==> config.mk <==
export PLATFORM = sky130hd
export DESIGN_NAME = ds3_cbit_oh_insert
export DESIGN_NICKNAME = d
export VERILOG_FILES = /design/src/rtl/ds3_ohi_pkg.sv /design/src/rtl/ds3_frame_pos.sv /design/src/rtl/ds3_parity_acc.sv /design/src/rtl/ds3_oh_select.sv /design/src/rtl/ds3_cbit_oh_insert.sv
export SDC_FILE = /design/constraint.sdc
export NUM_CORES = 1
export LEC_CHECK = 0
export ABC_CLOCK_PERIOD_IN_PS = 900
export CAP_MARGIN = 20
export CORE_MARGIN = 10
export CORE_UTILIZATION = 44
export CTS_CLUSTER_DIAMETER = 150
export CTS_CLUSTER_SIZE = 24
export DETAILED_ROUTE_END_ITERATION = 8
export GPL_TIMING_DRIVEN = 0
export PLACE_DENSITY_LB_ADDON = 0.1
export SLEW_MARGIN = 10
export SYNTH_ARGS = -nofsm -noshare
export SYNTH_HDL_FRONTEND = slang
export SYNTH_SLANG_ARGS = --single-unit
export TNS_END_PERCENT = 1
==> constraint.sdc <==
create_clock -name clk -period 0.9 [get_ports clk]
set_clock_uncertainty 0.1 [all_clocks]
set_input_delay 0.09 -clock clk [delete_from_list [all_inputs] [get_ports clk]]
set_output_delay 0.09 -clock clk [all_outputs]
set_load 0.01 [all_outputs]
==> src/rtl/ds3_ohi_pkg.sv <==
package ds3_ohi_pkg;
  localparam int unsigned SUBF_N   = 7;
  localparam int unsigned BLK_N    = 8;
  localparam int unsigned BLK_BITS = 85;
  localparam int unsigned CFG_C_W  = 8;
  localparam int unsigned CFG_X_W  = 2;

  typedef enum logic [2:0] {
    SLOT_PAY = 3'd0,
    SLOT_X   = 3'd1,
    SLOT_P   = 3'd2,
    SLOT_M   = 3'd3,
    SLOT_F   = 3'd4,
    SLOT_C   = 3'd5
  } slot_kind_e;
endpackage

==> src/rtl/ds3_frame_pos.sv <==
module ds3_frame_pos #(
  parameter int unsigned SUBF_N   = ds3_ohi_pkg::SUBF_N,
  parameter int unsigned BLK_N    = ds3_ohi_pkg::BLK_N,
  parameter int unsigned BLK_BITS = ds3_ohi_pkg::BLK_BITS,
  localparam int unsigned SW = $clog2(SUBF_N),
  localparam int unsigned BW = $clog2(BLK_N),
  localparam int unsigned PW = $clog2(BLK_BITS)
) (
  input  logic          clk,
  input  logic          rst_n,
  input  logic          adv,
  output logic [SW-1:0] sub,
  output logic [BW-1:0] blk,
  output logic [PW-1:0] pos,
  output logic          frame_last
);
  logic [SW-1:0] sub_d;
  logic [BW-1:0] blk_d;
  logic [PW-1:0] pos_d;
  logic          pos_wrap, blk_wrap, sub_wrap;

  always_comb begin
    pos_wrap   = (pos == PW'(BLK_BITS - 1));
    blk_wrap   = (blk == BW'(BLK_N - 1));
    sub_wrap   = (sub == SW'(SUBF_N - 1));
    frame_last = pos_wrap && blk_wrap && sub_wrap;
    pos_d = pos;
    blk_d = blk;
    sub_d = sub;
    if (adv) begin
      pos_d = pos_wrap ? '0 : pos + PW'(1);
      if (pos_wrap) begin
        blk_d = blk_wrap ? '0 : blk + BW'(1);
        if (blk_wrap) sub_d = sub_wrap ? '0 : sub + SW'(1);
      end
    end
  end

  always_ff @(posedge clk or negedge rst_n) begin
    if (!rst_n) begin
      pos <= '0;
      blk <= '0;
      sub <= '0;
    end else begin
      pos <= pos_d;
      blk <= blk_d;
      sub <= sub_d;
    end
  end

  // a stalled cycle leaves the frame position untouched
  p_pos_hold_r1: assert property (@(posedge clk) disable iff (!rst_n)
    !adv |=> $stable({sub, blk, pos}));
endmodule

==> src/rtl/ds3_parity_acc.sv <==
module ds3_parity_acc (
  input  logic clk,
  input  logic rst_n,
  input  logic adv,
  input  logic is_payload,
  input  logic tx_bit,
  input  logic frame_last,
  output logic par_q
);
  logic acc_q, acc_next, acc_d, par_d, frame_end;

  always_comb begin
    frame_end = adv && frame_last;
    acc_next  = acc_q ^ (adv && is_payload && tx_bit);
    acc_d     = frame_end ? 1'b0 : acc_next;
    par_d     = frame_end ? acc_next : par_q;
  end

  always_ff @(posedge clk or negedge rst_n) begin
    if (!rst_n) begin
      acc_q <= 1'b0;
      par_q <= 1'b0;
    end else begin
      acc_q <= acc_d;
      par_q <= par_d;
    end
  end

  // the carried parity only changes at a frame boundary
  p_par_hold_r5: assert property (@(posedge clk) disable iff (!rst_n)
    !(adv && frame_last) |=> $stable(par_q));
endmodule

==> src/rtl/ds3_oh_select.sv <==
module ds3_oh_select
  import ds3_ohi_pkg::*;
#(
  parameter int unsigned SUBF_N   = ds3_ohi_pkg::SUBF_N,
  parameter int unsigned BLK_N    = ds3_ohi_pkg::BLK_N,
  parameter int unsigned BLK_BITS = ds3_ohi_pkg::BLK_BITS,
  localparam int unsigned SW = $clog2(SUBF_N),
  localparam int unsigned BW = $clog2(BLK_N),
  localparam int unsigned PW = $clog2(BLK_BITS)
) (
  input  logic [SW-1:0]      sub,
  input  logic [BW-1:0]      blk,
  input  logic [PW-1:0]      pos,
  input  logic               in_bit,
  input  logic               ais,
  input  logic               idle,
  input  logic               par,
  input  logic [CFG_X_W-1:0] cfg_x,
  input  logic [CFG_C_W-1:0] cfg_c,
  output logic               tx_bit,
  output logic               is_payload
);
  slot_kind_e kind;
  logic [PW-1:0] pm1;
  logic [1:0]    cidx;
  logic          c_norm;

  always_comb begin
    kind = SLOT_PAY;
    if (pos == '0) begin
      if (blk == '0) begin
        if (sub < SW'(2))      kind = SLOT_X;
        else if (sub < SW'(4)) kind = SLOT_P;
        else                   kind = SLOT_M;
      end else if (blk[0]) begin
        kind = SLOT_F;
      end else begin
        kind = SLOT_C;
      end
    end
  end

  always_comb begin
    cidx   = 2'(blk[BW-1:1] - 1'b1);
    c_norm = 1'b1;
    case (sub)
      SW'(0): case (cidx)
        2'd0:    c_norm = cfg_c[0];
        2'd2:    c_norm = cfg_c[1];
        default: c_norm = 1'b1;
      endcase
      SW'(3): case (cidx)
        2'd0:    c_norm = cfg_c[2];
        2'd1:    c_norm = cfg_c[3];
        default: c_norm = cfg_c[4];
      endcase
      SW'(4): case (cidx)
        2'd0:    c_norm = cfg_c[5];
        2'd1:    c_norm = cfg_c[6];
        default: c_norm = cfg_c[7];
      endcase
      default: c_norm = 1'b1;
    endcase
  end

  always_comb begin
    pm1        = pos - PW'(1);
    is_payload = (kind == SLOT_PAY);
    tx_bit     = in_bit;
    unique case (kind)
      SLOT_PAY: begin
        if (ais)       tx_bit = pos[0];
        else if (idle) tx_bit = ~pm1[1];
        else           tx_bit = in_bit;
      end
      SLOT_X: tx_bit = ais ? 1'b1 : cfg_x[sub[0]];
      SLOT_P: tx_bit = par;
      SLOT_M: tx_bit = (sub == SW'(5));
      SLOT_F: tx_bit = (blk == BW'(1)) || (blk == BW'(BLK_N - 1));
      SLOT_C: begin
        if (sub == SW'(2)) tx_bit = par;
        else if (ais)      tx_bit = 1'b0;
        else               tx_bit = c_norm;
      end
      default: tx_bit = in_bit;
    endcase
  end
endmodule

==> src/rtl/ds3_cbit_oh_insert.sv <==
module ds3_cbit_oh_insert
  import ds3_ohi_pkg::*;
#(
  parameter int unsigned SUBF_N   = ds3_ohi_pkg::SUBF_N,
  parameter int unsigned BLK_N    = ds3_ohi_pkg::BLK_N,
  parameter int unsigned BLK_BITS = ds3_ohi_pkg::BLK_BITS,
  localparam int unsigned SW = $clog2(SUBF_N),
  localparam int unsigned BW = $clog2(BLK_N),
  localparam int unsigned PW = $clog2(BLK_BITS)
) (
  input  logic               clk,
  input  logic               rst_n,
  input  logic               in_bit,
  input  logic               in_valid,
  input  logic               ais_req,
  input  logic               idle_req,
  input  logic [CFG_X_W-1:0] cfg_x,
  input  logic [CFG_C_W-1:0] cfg_c,
  output logic               out_bit,
  output logic               out_valid,
  output logic               out_sof
);
  logic          rst_meta, core_rst_n;
  logic [SW-1:0] sub;
  logic [BW-1:0] blk;
  logic [PW-1:0] pos;
  logic          frame_last, par_q, tx_bit, is_payload;
  logic          at_head, at_x, at_m;
  logic          out_bit_d, out_valid_d, out_sof_d;

  always_ff @(posedge clk or negedge rst_n) begin
    if (!rst_n) begin
      rst_meta   <= 1'b0;
      core_rst_n <= 1'b0;
    end else begin
      rst_meta   <= 1'b1;
      core_rst_n <= rst_meta;
    end
  end

  ds3_frame_pos #(.SUBF_N(SUBF_N), .BLK_N(BLK_N), .BLK_BITS(BLK_BITS)) u_pos (
    .clk(clk), .rst_n(core_rst_n), .adv(in_valid),
    .sub(sub), .blk(blk), .pos(pos), .frame_last(frame_last)
  );

  ds3_oh_select #(.SUBF_N(SUBF_N), .BLK_N(BLK_N), .BLK_BITS(BLK_BITS)) u_sel (
    .sub(sub), .blk(blk), .pos(pos), .in_bit(in_bit), .ais(ais_req),
    .idle(idle_req), .par(par_q), .cfg_x(cfg_x), .cfg_c(cfg_c),
    .tx_bit(tx_bit), .is_payload(is_payload)
  );

  ds3_parity_acc u_par (
    .clk(clk), .rst_n(core_rst_n), .adv(in_valid), .is_payload(is_payload),
    .tx_bit(tx_bit), .frame_last(frame_last), .par_q(par_q)
  );

  always_comb begin
    at_head     = (pos == '0) && (blk == '0);
    at_x        = at_head && (sub < SW'(2));
    at_m        = at_head && (sub >= SW'(4));
    out_valid_d = in_valid;
    out_sof_d   = in_valid && at_head && (sub == '0);
    out_bit_d   = in_valid ? tx_bit : out_bit;
  end

  always_ff @(posedge clk or negedge core_rst_n) begin
    if (!core_rst_n) begin
      out_bit   <= 1'b0;
      out_valid <= 1'b0;
      out_sof   <= 1'b0;
    end else begin
      out_bit   <= out_bit_d;
      out_valid <= out_valid_d;
      out_sof   <= out_sof_d;
    end
  end

  // every accepted bit leaves one cycle later
  p_valid_follow_r1: assert property (@(posedge clk) disable iff (!core_rst_n)
    in_valid |=> out_valid);
  // frame start is a single qualified cycle
  p_sof_single_r10: assert property (@(posedge clk) disable iff (!core_rst_n)
    out_sof |-> out_valid ##1 !out_sof);
  // X slots under AIS are sent as one
  p_ais_x_r7: assert property (@(posedge clk) disable iff (!core_rst_n)
    (in_valid && ais_req && at_x) |=> out_bit);
  // M slots follow 0,1,0
  p_mbit_r3: assert property (@(posedge clk) disable iff (!core_rst_n)
    (in_valid && at_m) |=> (out_bit == $past(sub == SW'(5))));
endmodule

-- After elaboration in Yosys (flattened, before gate mapping)
Cells that the tools add are included.
Widths: inputs -> output; s select.
- reduce and logical (&&, ||, !) cells: 16
- $mul: 0
- bitwise logic cells: 2
- mux-type cells: 21
- divide/modulo/power cells: 0
- shift-type cells: 0
- add/sub/neg operators: 5
- $lt $le $gt $ge: 3
- eq/ne operators: 15
- operators with widths (operator ; number):
    $eq 3x3->1 const B ; 6
    $mux 3 ; 5
    $eq 3x2->1 const B ; 4
    $mux 1 ; 10
    $logic_not 3->1 ; 3
    $logic_and 1x1->1 ; 8
    $add 7x1->7 const B ; 1
    $eq 7x7->1 const B ; 1
    $logic_not 7->1 ; 1
    $mux 7 ; 1
    $add 3x1->3 const B ; 2
    $eq 3x1->1 const B ; 2
    $pmux 1 s2 ; 3
    $pmux 1 s6 ; 1
    $sub 2x1->2 const B ; 2
    $lt 3x2->1 const B ; 1
    $lt 3x3->1 const B ; 1
    $pmux 1 s3 ; 1
    $reduce_and 3->1 ; 1
    $eq 2x1->1 const B ; 1
    $eq 2x2->1 const B ; 1
    $logic_not 2->1 ; 1
    $lt 1x2->1 const B ; 1
    $reduce_and 2->1 ; 1
    other kinds (3) ; 3
- memories: 0
- register bits after elaboration: 20
- bits in latches: 0
- input bits: 16
- RAM bits: 0
- ROM bits: 0

-- Depth between registers and ports, before layout
Gate-level depths: netlist (run 1).
- depth after elaboration: 10
- depth in mapped cells: 7
- depth with buffers taken out: 7

-- Modules after synthesis
A second synthesis (run 1) with hierarchy kept.
- cells, all modules: 128
- area, all modules: 1271.2 um^2
- modules (own cells, without submodules) (module ; sequential area each (um^2) ; instances ; cells each ; area each (um^2)):
    ds3_frame_pos ; 325.3 ; 1 ; 66 ; 709.4
    ds3_oh_select ; 0.0 ; 1 ; 40 ; 289.0
    ds3_cbit_oh_insert ; 125.1 ; 1 ; 12 ; 173.9
    ds3_parity_acc ; 50.0 ; 1 ; 10 ; 98.8

-- Least setup slack after synthesis (run 1)
OpenSTA, ideal clock, no wires.
- path type: register -> register
- from: register u_pos.pos[0]
- to: register u_par.par_q
- stages on the path, launching flop included: 8
- setup time: 0.129 ns
- arrival: 1.598 ns
- slack: -0.927 ns
- path through: dfrtp_1 > inv_1 > ha_1 > or3b_4 > nor4_4 > nand3b_1 > xor2_1 > mux2i_1
- word-level cells in the longest chain between the ends: 7
- elaborated cells on any way between the ends: 20
- ends and longest elaborated chain (what ; line ; RTL):
    start, declared ; ds3_frame_pos.sv:14 ; output logic [PW-1:0] pos,
    start signal, assigned ; ds3_frame_pos.sv:45 ; pos <= pos_d;
    $sub 2x1->2 ; ds3_oh_select.sv:67 ; pm1 = pos - PW'(1);
    $not 1->1 ; ds3_oh_select.sv:73 ; else if (idle) tx_bit = ~pm1[1];
    $mux 1 ; ds3_oh_select.sv:73 ;
    $mux 1 ; ds3_oh_select.sv:72 ; if (ais) tx_bit = pos[0];
    $pmux 1 s6 ; ds3_oh_select.sv:70 ; unique case (kind)
    $logic_and 1x1->1 ; ds3_parity_acc.sv:14 ; acc_next = acc_q ^ (adv && is_payload && tx_bit);
    $xor 1x1->1 ; ds3_parity_acc.sv:14 ;
    end signal, assigned ; ds3_parity_acc.sv:25 ; par_q <= par_d;
    end, declared ; ds3_parity_acc.sv:8 ; output logic par_q
Several ways; a longest one is shown, not always the timed one.
A chain may end at the register's enable or synchronous reset.

-- Final worst setup path (run 1)
Ends and elaborated chain as after synthesis.

==> results of run 1 <==
[through the flow]
| stage | setup WS [ns] | cells | power (mW) | TNS [ns] |
|---|---|---|---|---|
| after CTS | -1.15 | 178 | 2.80 | -14.92 |
| after floorplan | -0.927 | 125 | 1.82 | -11.41 |
| after global routing | -1.24 | 182 | 3.22 | -14.89 |
| after global placement | -1.10 | 173 | 2.05 | -15.46 |
| after detailed placement | -1.11 | 173 | 2.07 | -15.47 |
| final | -1.10 | 182 | 3.00 | -13.22 |
[cell families after synthesis]
group                    count (synthesis)  share of synthesized area
AO/OA/AOI/OAI                           26                      0.136
XOR/XNOR                                 6                     0.0444
adder cells (fa/ha/maj)                 10                      0.106
buffers and inverters                   12                     0.0401
flip-flops                              20                      0.422
multiplexers                             4                     0.0359
other                                    1                    0.00316
AND/OR/NAND/NOR                         46                      0.212
[power groups by stage]
stage	logic, mW	registers (mW)	clock network, mW
after detailed placement	0.712	1.36	0
after global placement	0.703	1.35	0
after CTS	0.711	1.34	0.747
after global routing	1.07	1.36	0.796
final	0.939	1.33	0.739
after floorplan	0.503	1.31	0
[cells in the final DEF (no fill, tap or decap), drive strengths merged, types with 3 or more instances in the layout]
cell type / netlist / layout
nor2: 13 / 13
buf: 2 / 8
dfrtp: 20 / 20
ha: 10 / 10
inv: 8 / 8
clkbuf: 2 / 6
clkdlybuf4s50: 0 / 15
xor2: 5 / 5
nand4: 3 / 3
nand2: 14 / 14
a21oi: 3 / 3
o21ai: 12 / 12
[state kept, by name (all words and copies together), names as in the netlist]
register and count:
core_rst_n 1, out_bit 1, out_sof 1, out_valid 1, rst_meta 1, u_par.acc_q 1, u_par.par_q 1, u_pos.blk 3
u_pos.pos 7, u_pos.sub 3
[what timing repair did]
item,4_1_cts,5_1_grt
pin swaps,1,5
hold endpoints to repair,2,0
buffers inserted,0,4
gates resized for setup,14,14
hold buffers,1,0
setup endpoints to repair,38,20
[final timing paths]
kind | start | end | cells past startpoint
setup / recovery | u_pos.pos[0]$_DFFE_PN0P_ | u_par.par_q$_DFFE_PN0P_ | 7
min in group clk | in_valid | out_valid$_DFF_PN0_ | 1
setup reg to reg | u_pos.pos[0]$_DFFE_PN0P_ | u_par.par_q$_DFFE_PN0P_ | 7
hold reg to reg | core_rst_n$_DFF_PN0_ | u_pos.pos[6]$_DFFE_PN0P_ | 0
hold / removal | core_rst_n$_DFF_PN0_ | u_pos.pos[6]$_DFFE_PN0P_ | 0
max in group asynchronous | rst_n | core_rst_n$_DFF_PN0_ | 2
[critical path: stages (launching register included)]
cell      delay (ns)
dfrtp_2         0.43
inv_2           0.07
ha_4            0.12
or3b_4          0.39
nor4_4          0.34
nand3b_1        0.17
xor2_1          0.18
mux2i_1         0.10
[final cells by class]
class,instances,area (um2),share of cell area
buffer,4,22.5,0.0149
clock buffer,3,22.5,0.0149
clock inverter,1,30.0,0.0198
inverter,8,30.0,0.0198
multi-input combinational,93,657,0.433
sequential,20,505,0.333
tap,30,37.5,0.0248
timing repair buffer,23,211,0.139
[routing by layer]
metal | up-vias | share of wire | global-route usage
met5 | - | 0 | 0
met4 | 0 | 0.0078 | 0.0323
met3 | 2 | 0.042 | 0.0272
met2 | 17 | 0.43 | 0.149
met1 | 422 | 0.52 | 0.122
li1 | 489 | - | -
==> qor.csv, run 1 <==
metric,value,unit
First-pass DRT Iterations,4,
RSZ-0062 raised after global routing,yes,
CTS Buf Count,3,
Syn Nets,151,
top-count cell post-synth,dfrtp_1,
clock power share,0.246,
Net Switching,0.941,mW
CTS root buffer,clkbuf_4,
Final period util,2.23,
register bit count reported by yosys,20,
fin nets,179,
largest net degree at the start of global routing,19,
H-tree depth,1,
area growth from synthesis to layout,28.0,%
Critical Path AT,2.10,ns
"Worst Path Class, Setup",flip-flop to flip-flop,
Main synth FF type,dfrtp_1,
GRT Residual Overflow,0,
post-route ant nets,0,
Syn Area/Cell,9.48,um2
via count,930,
routability cong.,0.800,
Post-synth EDFFs,0,
CTS Buffer Depth,2,
DR iter-0 viols,37,
minimum clock period,2.00,ns
CP startpoint kind,flip-flop,
half-perimeter wire length after placement,1.88,mm
Die Y,71.9,um
post-layout util,0.601,
worst setup margin,-1.10,ns
first-pass GRT wire length,4.11,mm
worst-path maximum fanout,5,
Buffers on Ports,18,
vias per cell,5.11,
CP Capture Type,flip-flop,
synth top area cells,"dfrtp_1 (42%), ha_1 (11%), o21ai_0 (5.1%), nand2_1 (4.4%), nor2_1 (3.8%)",
Fin. Hold Viols,0,
Yosys warnings,0,
Internal,2.06,mW
post-synth top area cell,dfrtp_1,
DRC errors left,0,
synth cell count leaders,"dfrtp_1 (20), nand2_1 (14), nor2_1 (12), o21ai_0 (12), ha_1 (10)",
final number of setup-violating endpoints,20,
fmax,499,MHz
Lkg Pwr,0.645,nW
max-cap violations,0,
initial antenna violation count,0,
drt total wl,2.43,mm
failing checks,negative setup slack,
fraction of layout cells with a size suffix above 1,0.191,
CTS tree,done,
Diodes inserted,0,
DR WL/cell,13.4,um
Top Ports,19,
Area after DPL,1400,um2
combinational share of power,0.312,
sequential cell area fraction in the yosys report,0.422,
DIE WIDTH,71.9,um
Worst VDD drop,1.51,mV
fraction of registers with async set/reset,1.00,
"Slew Viols, Final",0,
vias in the first global route,940,
PwrDens,1980,nW/um2
Sw Ratio,0.313,
worst reg-to-reg setup slack,-1.10,ns
"CTS clk-pin slew, worst paths",0.12,ns
GRT Util Overall,0.0952,
Skew-Pair Late Insertion Delay,0.30,ns
worst hold slack,0.104,ns
Flop pwr share,0.442,
die area,5170,um2
final instance area,1520,um2
Min-Delay Path Class,flip-flop to asynchronous set/reset pin,
Synth cell types,38,
run status,"finished, violations left",
Post-Synthesis Cells,125,
Core ar.,2520,um2
Num Clock Sinks,20,
# rows,18,
fill count,232,
Synth top area share,0.422,
Worst Path Required,0.99,ns
synthesized area,1180,um2
Initial Utilization,0.470,
(Power assumes the default switching activity.)
==> run 2, diff against run 1 <==
--- a/config.mk
+++ b/config.mk
@@ -17,5 +17,6 @@
 export SLEW_MARGIN = 10
 export SYNTH_ARGS = -nofsm -noshare
 export SYNTH_HDL_FRONTEND = slang
+export SYNTH_HIERARCHICAL = 1
 export SYNTH_SLANG_ARGS = --single-unit
 export TNS_END_PERCENT = 1
==> run 2 against run 1 <==
  * Critical endpoint is now u_par/par_q$_DFFE_PN0P_
  * Largest power group unchanged
  * Non-clock buffer count up 10
  * Utilization increased by 4.7 points
  * The run still ends with negative setup slack left
  * Die area increased by 5.2%
==> qor.csv, run 2 <==
metric,value,unit,change
largest registers,"u_pos/pos x7, u_pos/blk x3, u_pos/sub x3",,"was u_pos.pos x7, u_pos.blk x3, u_pos.sub x3"
synthesized area,1270,um2,was 1180 um2
vias per cell,5.65,,was 5.11
fmax,447,MHz,was 499 MHz
CTS root buffer,clkbuf_4,,unchanged
worst-path maximum fanout,3,,was 5
fill count,231,,was 232
worst setup margin,-1.34,ns,was -1.10 ns
Fin. Hold Viols,0,,unchanged
Die Y,73.8,um,was 71.9 um
Syn Area/Cell,9.93,um2,was 9.48 um2
Syn Nets,152,,was 151
area growth from synthesis to layout,40.6,%,was 28.0%
CP Capture Type,flip-flop,,unchanged
First-pass DRT Iterations,7,,was 4
synth cell count leaders,"dfrtp_1 (20), inv_1 (11), nand2_1 (10)",,"was dfrtp_1 (20), nand2_1 (14), nor2_1 (12), o21ai_0 (12), ha_1 (10)"
Final period util,2.48,,was 2.23
Num Clock Sinks,20,,unchanged
Critical Path AT,2.30,ns,was 2.10 ns
Core ar.,2760,um2,was 2520 um2
DIE WIDTH,73.8,um,was 71.9 um
CTS tree,done,,unchanged
initial antenna violation count,0,,unchanged
Worst Path Required,0.97,ns,was 0.99 ns
via count,1118,,was 930
"Worst Path Class, Setup",flip-flop to flip-flop,,unchanged
run status,"finished, violations left",,unchanged
critical path startpoint,u_pos/pos[0]$_DFFE_PN0P_,,was u_pos.pos[0]$_DFFE_PN0P_
Critical R2R Launch,u_pos/pos[0]$_DFFE_PN0P_,,was u_pos.pos[0]$_DFFE_PN0P_
Worst VDD drop,1.14,mV,was 1.51 mV
most frequent cells in the layout,"buf_4 (15), clkdlybuf4s50_1 (14), dfrtp_1 (13)",,"was dfrtp_1 (16), clkdlybuf4s50_1 (15), nand2_1 (12)"
DRC errors left,0,,unchanged
vias in the first global route,1104,,was 940
fraction of registers with async set/reset,1.00,,unchanged
top-count cell post-synth,dfrtp_1,,unchanged
largest net degree at the start of global routing,19,,unchanged
routability cong.,0.833,,was 0.800
Diodes inserted,0,,unchanged
drt total wl,3.23,mm,was 2.43 mm
max-cap violations,0,,unchanged
fraction of layout cells with a size suffix above 1,0.401,,was 0.191
"CTS clk-pin slew, worst paths",0.12,ns,about the same
post-synth top area cell,dfrtp_1,,unchanged
die area,5440,um2,was 5170 um2
Final Power,2.91,mW,was 3.00 mW
Skew-Pair Late Insertion Delay,0.30,ns,about the same
Yosys warnings,6,,was 0
RSZ-0062 raised after global routing,yes,,unchanged
final instance area,1790,um2,was 1520 um2
CTS Buf Count,3,,unchanged
Post-synth EDFFs,0,,unchanged
fin nets,192,,was 179
Synth cell types,48,,was 38
failing checks,negative setup slack,,unchanged
"most common cell after layout, fill and taps aside",buf_4,,was dfrtp_1
Main synth FF type,dfrtp_1,,unchanged
# rows,19,,was 18
Post-Synthesis Cells,128,,was 125
half-perimeter wire length after placement,2.17,mm,was 1.88 mm
Synth top area share,0.394,,was 0.422
most flop-heavy register,u_pos/pos,,was u_pos.pos
Buffers on Ports,18,,unchanged
synth top area cells,"dfrtp_1 (39%), ha_1 (7.9%), mux2_2 (3.5%), inv_1 (3.2%), nand2_1 (3.0%)",,"was dfrtp_1 (42%), ha_1 (11%), o21ai_0 (5.1%), nand2_1 (4.4%), nor2_1 (3.8%)"
Area after DPL,1510,um2,was 1400 um2
CP startpoint kind,flip-flop,,unchanged
DR iter-0 viols,83,,was 37
Top Ports,19,,unchanged
post-route ant nets,0,,unchanged
H-tree depth,1,,unchanged
DR WL/cell,16.3,um,was 13.4 um
register bit count reported by yosys,20,,unchanged
final number of setup-violating endpoints,20,,unchanged
GRT Util Overall,0.119,,was 0.0952
Min-Delay Path Class,flip-flop to asynchronous set/reset pin,,unchanged
max FFs per register,7,,unchanged
first-pass GRT wire length,5.22,mm,was 4.11 mm
"Slew Viols, Final",0,,unchanged
Initial Utilization,0.461,,was 0.470
PwrDens,1630,nW/um2,was 1980 nW/um2
minimum clock period,2.24,ns,was 2.00 ns
sequential cell area fraction in the yosys report,0.394,,was 0.422
CTS Buffer Depth,2,,unchanged
Lkg Pwr,0.739,nW,was 0.645 nW
GRT Residual Overflow,0,,unchanged
## run 2: cell count changes after synthesis, sizes merged, moves of 2 or more
cell,before,now
a21oi,3,6
a31oi,0,3
a32oi,0,2
clkbuf,2,0
ha,10,8
inv,8,11
mux2,2,6
nand2,14,10
nor2,13,9
nor3,2,4
o21ai,12,5
xor2,5,2
## run 2: critical path, stage by stage, from the launching register on
cell and delay [ns]:
dfrtp_1 0.40, inv_2 0.07, buf_4 0.13, buf_4 0.13, buf_4 0.12, buf_4 0.12, buf_4 0.12, buf_4 0.12
buf_4 0.12, nand2_1 0.07, a21oi_2 0.07, a31oi_4 0.19, nand2_2 0.09, xnor2_1 0.17, a31oi_1 0.09
## run 2: cells by family (layout without fill, tap and decap cells)
family          Yosys count  count (layout)  synth area share
compound gates           28              28             0.149
xor+xnor                  4               4            0.0276
fa+ha+maj                 8               8            0.0787
buf+inv                  13              52            0.0423
flops                    20              20             0.394
mux                       9               9            0.0797
other cells               1               1           0.00295
simple gates             45              45             0.226
## run 2: worst paths after layout
| path | slack, ns | depth (start not counted) | to |
|---|---|---|---|
| setup reg to reg | -1.34 | 14 | u_par/par_q$_DFFE_PN0P_ |
| hold / removal | 0.1 | 0 | u_pos/pos[4]$_DFFE_PN0P_ |
| min in group clk | 0.15 | 1 | out_valid$_DFF_PN0_ |
| max in group asynchronous | 0.19 | 2 | core_rst_n$_DFF_PN0_ |
| hold reg to reg | 0.1 | 0 | u_pos/pos[4]$_DFFE_PN0P_ |
| setup / recovery | -1.34 | 14 | u_par/par_q$_DFFE_PN0P_ |
## run 2: layer usage
layer / wire length [um] / track usage
met4: 39 / 0.0538
met2: 1530 / 0.185
met5: 0 / 0
met3: 167 / 0.0296
met1: 1490 / 0.149
## run 2: per-stage QoR
step	cells	utilization	setup TNS, ns	hold slack, ns	worst slack (ns)
global route	198	0.648	-13.07	0.141	-1.41
CTS	198	0.634	-11.50	0.116	-1.27
finish	198	0.648	-11.64	0.0984	-1.34
detailed placement	177	0.547	-15.10	0.164	-1.45
global placement	177	0.547	-14.65	0.160	-1.36
floorplan	128	-	-8.95	-0.306	-1.12
## run 2: timing repair
action | in CTS | in global routing
setup endpoints to repair | 38 | 20
setup buffers | 16 | 0
pin swaps | 13 | 1
endpoints found under the hold margin | 2 | 0
hold buffers | 1 | 0
gates resized for setup | 39 | 13
## run 2: layout make-up
| cell class | instances | area [um2] | area share |
|---|---|---|---|
| well taps | 31 | 38.8 | 0.0217 |
| plain buffers | 2 | 12.5 | 0.00700 |
| flip-flops and latches | 20 | 509 | 0.285 |
| repair buffers | 35 | 314 | 0.176 |
| multi-input cells | 95 | 831 | 0.465 |
| clock buffers | 4 | 36.3 | 0.0203 |
| inverters | 11 | 46.3 | 0.0259 |
## run 2: power by group
group / leakage, nW / internal, mW / switching (mW)
registers: 0.247 / 1.06 / 0.274
logic: 0.471 / 0.578 / 0.474
clock network: 0.0210 / 0.246 / 0.275
==> run 3, diff against run 2 <==
--- a/config.mk
+++ b/config.mk
@@ -9,11 +9,11 @@
 export CAP_MARGIN = 20
 export CORE_MARGIN = 10
 export CORE_UTILIZATION = 44
-export CTS_CLUSTER_DIAMETER = 150
+export CTS_CLUSTER_DIAMETER = 60
 export CTS_CLUSTER_SIZE = 24
 export DETAILED_ROUTE_END_ITERATION = 8
 export GPL_TIMING_DRIVEN = 0
-export PLACE_DENSITY_LB_ADDON = 0.1
+export PLACE_DENSITY = 0.67
 export SLEW_MARGIN = 10
 export SYNTH_ARGS = -nofsm -noshare
 export SYNTH_HDL_FRONTEND = slang
==> run 3 against run 2 <==
  * The run still ends with negative setup slack left
  * Final cell count shrank 2.0%
  * Clock-buffer cell count fell by 1
  * Fmax is 2.8% higher
  * First-iteration DRC count down 6.0%
  * Clock power up 41%
  * Critical path depth shrank 6
  * Largest cell class unchanged
==> qor.csv, run 3 (synthesis gave the netlist of run 2 again) <==
metric,value,unit,change
run status,"finished, violations left",,unchanged
failing checks,negative setup slack,,unchanged
Top Ports,19,,unchanged
RR Endpoint,u_par/acc_q$_DFF_PN0_,,was u_par/par_q$_DFFE_PN0P_
Final Power,3.00,mW,was 2.91 mW
CTS tree,done,,unchanged
worst reg-to-reg setup slack,-1.28,ns,was -1.34 ns
most flop-heavy register,u_pos/pos,,unchanged
Placed Instances,177,,unchanged
die area,5440,um2,unchanged
Core ar.,2760,um2,unchanged
fin nets,188,,was 192
Fin. Hold Viols,0,,unchanged
"CTS clk-pin slew, worst paths",0.12,ns,about the same
DR WL/cell,16.4,um,was 16.3 um
CTS Buf Count,3,,unchanged
vias in the first global route,1111,,was 1104
area growth from synthesis to layout,38.0,%,was 40.6%
first-pass GRT wire length,5.31,mm,was 5.22 mm
worst setup margin,-1.28,ns,was -1.34 ns
RSZ-0062 raised after global routing,yes,,unchanged
"Largest stage delay, worst path",0.46,ns,was 0.40 ns
via count,1144,,was 1118
worst-path maximum fanout,4,,was 3
CP Capture Type,flip-flop,,unchanged
CP startpoint kind,flip-flop,,unchanged
DIE WIDTH,73.8,um,unchanged
routability cong.,0.824,,was 0.833
Multi-input gate area,818,um2,was 831 um2
half-perimeter wire length after placement,2.22,mm,was 2.17 mm
Num Clock Sinks,20,,unchanged
Skew-Pair Late Insertion Delay,0.30,ns,about the same
CP Cell Sequence,ha_4 > a221o_1 > a32oi_1 > a311o_1 > a31oi_4 > and4b_1 > a21oi_2 > o22ai_1,,was inv_2 > buf_4 > buf_4 > buf_4 > buf_4 > buf_4 > buf_4 > buf_4 > nand2_1 > a21oi_2 > a31oi_4 > nand2_2 > xnor2_1 > a31oi_1
CTS root buffer,clkbuf_4,,unchanged
Critical R2R Launch,u_pos/blk[2]$_DFFE_PN0P_,,was u_pos/pos[0]$_DFFE_PN0P_
First-pass DRT Iterations,6,,was 7
critical path startpoint,u_pos/blk[2]$_DFFE_PN0P_,,was u_pos/pos[0]$_DFFE_PN0P_
initial antenna violation count,0,,unchanged
fill count,237,,was 231
Min-Delay Path Class,flip-flop to asynchronous set/reset pin,,unchanged
busiest grt layer,met2,,unchanged
final setup TNS,-11.91,ns,was -11.64 ns
slowest CP cell,dfrtp_2,,was dfrtp_1
DR iter-0 viols,78,,was 83
area occupied by registers,509,um2,unchanged
Buffers on Ports,18,,unchanged
Diodes inserted,0,,unchanged
post-route ant nets,0,,unchanged
largest registers,"u_pos/pos x7, u_pos/blk x3, u_pos/sub x3",,unchanged
DRC errors left,0,,unchanged
Die Y,73.8,um,unchanged
Worst VDD drop,1.42,mV,was 1.14 mV
CTS Buffer Depth,2,,unchanged
max FFs per register,7,,unchanged
Lkg Pwr,0.720,nW,was 0.739 nW
fmax,459,MHz,was 447 MHz
GRT Util Overall,0.122,,was 0.119
max-cap violations,0,,unchanged
final number of setup-violating endpoints,20,,unchanged
minimum clock period,2.18,ns,was 2.24 ns
# rows,19,,unchanged
final instance area,1750,um2,was 1790 um2
drt total wl,3.18,mm,was 3.23 mm
Worst Path Required,0.98,ns,was 0.97 ns
M1 GR Usage,0.151,,was 0.149
most frequent cells in the layout,"clkdlybuf4s50_1 (14), dfrtp_1 (13), buf_4 (13)",,"was buf_4 (15), clkdlybuf4s50_1 (14), dfrtp_1 (13)"
worst r2r path cells,8,,was 14
"Slew Viols, Final",0,,unchanged
Critical Path AT,2.26,ns,was 2.30 ns
"Worst Path Class, Setup",flip-flop to flip-flop,,unchanged
H-tree depth,1,,unchanged
final instance count without filler cells,194,,was 198
M3 GR Usage,0.0363,,was 0.0296
Initial Utilization,0.461,,unchanged
GRT Residual Overflow,0,,unchanged
vias per cell,5.90,,was 5.65
"most common cell after layout, fill and taps aside",clkdlybuf4s50_1,,was buf_4
fraction of layout cells with a size suffix above 1,0.362,,was 0.401
PwrDens,1710,nW/um2,was 1630 nW/um2
Final period util,2.42,,was 2.48
Area after DPL,1510,um2,unchanged
met2 Use GR,0.185,,unchanged
largest net degree at the start of global routing,19,,unchanged
## run 3: final cells by class
type / instances / area share
buffer: 2 / 0.00713
clock buffer: 3 / 0.0128
clock inverter: 1 / 0.0171
inverter: 11 / 0.0264
multi-input combinational: 95 / 0.466
sequential: 20 / 0.290
tap: 31 / 0.0221
timing repair buffer: 31 / 0.158
## run 3: per-layer routing
layer  share of wire  up-vias
met5               0        -
met4           0.020        0
met3           0.063        8
met2            0.46       39
met1            0.46      552
li1                -      545
## run 3: through the flow
stage / worst slack, ns / hold WS (ns) / utilization
2_1_floorplan: -1.12 / -0.306 / -
3_3_place_gp: -1.37 / 0.161 / 0.547
3_5_place_dp: -1.44 / 0.167 / 0.547
4_1_cts: -1.30 / 0.116 / 0.618
5_1_grt: -1.38 / 0.135 / 0.636
6_report: -1.28 / 0.102 / 0.636
## run 3: repair_timing
action,in CTS,in global routing
hold buffers,1,0
setup buffers,10,2
resized for setup,34,10
pin swaps,10,6
endpoints found under the setup margin,38,20
endpoints found under the hold margin,2,0
## run 3: power by group
part,internal [mW],switching [mW]
sequential,1.06,0.274
combinational,0.502,0.428
clock,0.450,0.285
## run 3: worst max-delay path, delay by kind of cell (launching register included)
kind	cells	cell delay (ns)
compound gates	6	1.03
fa+ha+maj	1	0.26
flops	1	0.46
simple gates	1	0.20
## run 3: worst max path at each step
stage	to	slack (ns)	cells past startpoint
6_report	u_par/acc_q$_DFF_PN0_	-1.28	8
5_1_grt	u_par/acc_q$_DFF_PN0_	-1.38	9
4_1_cts	u_par/par_q$_DFFE_PN0P_	-1.30	9
3_5_place_dp	u_par/acc_q$_DFF_PN0_	-1.44	9
3_3_place_gp	u_par/par_q$_DFFE_PN0P_	-1.37	9
2_1_floorplan	u_par/par_q$_DFFE_PN0P_	-1.12	10
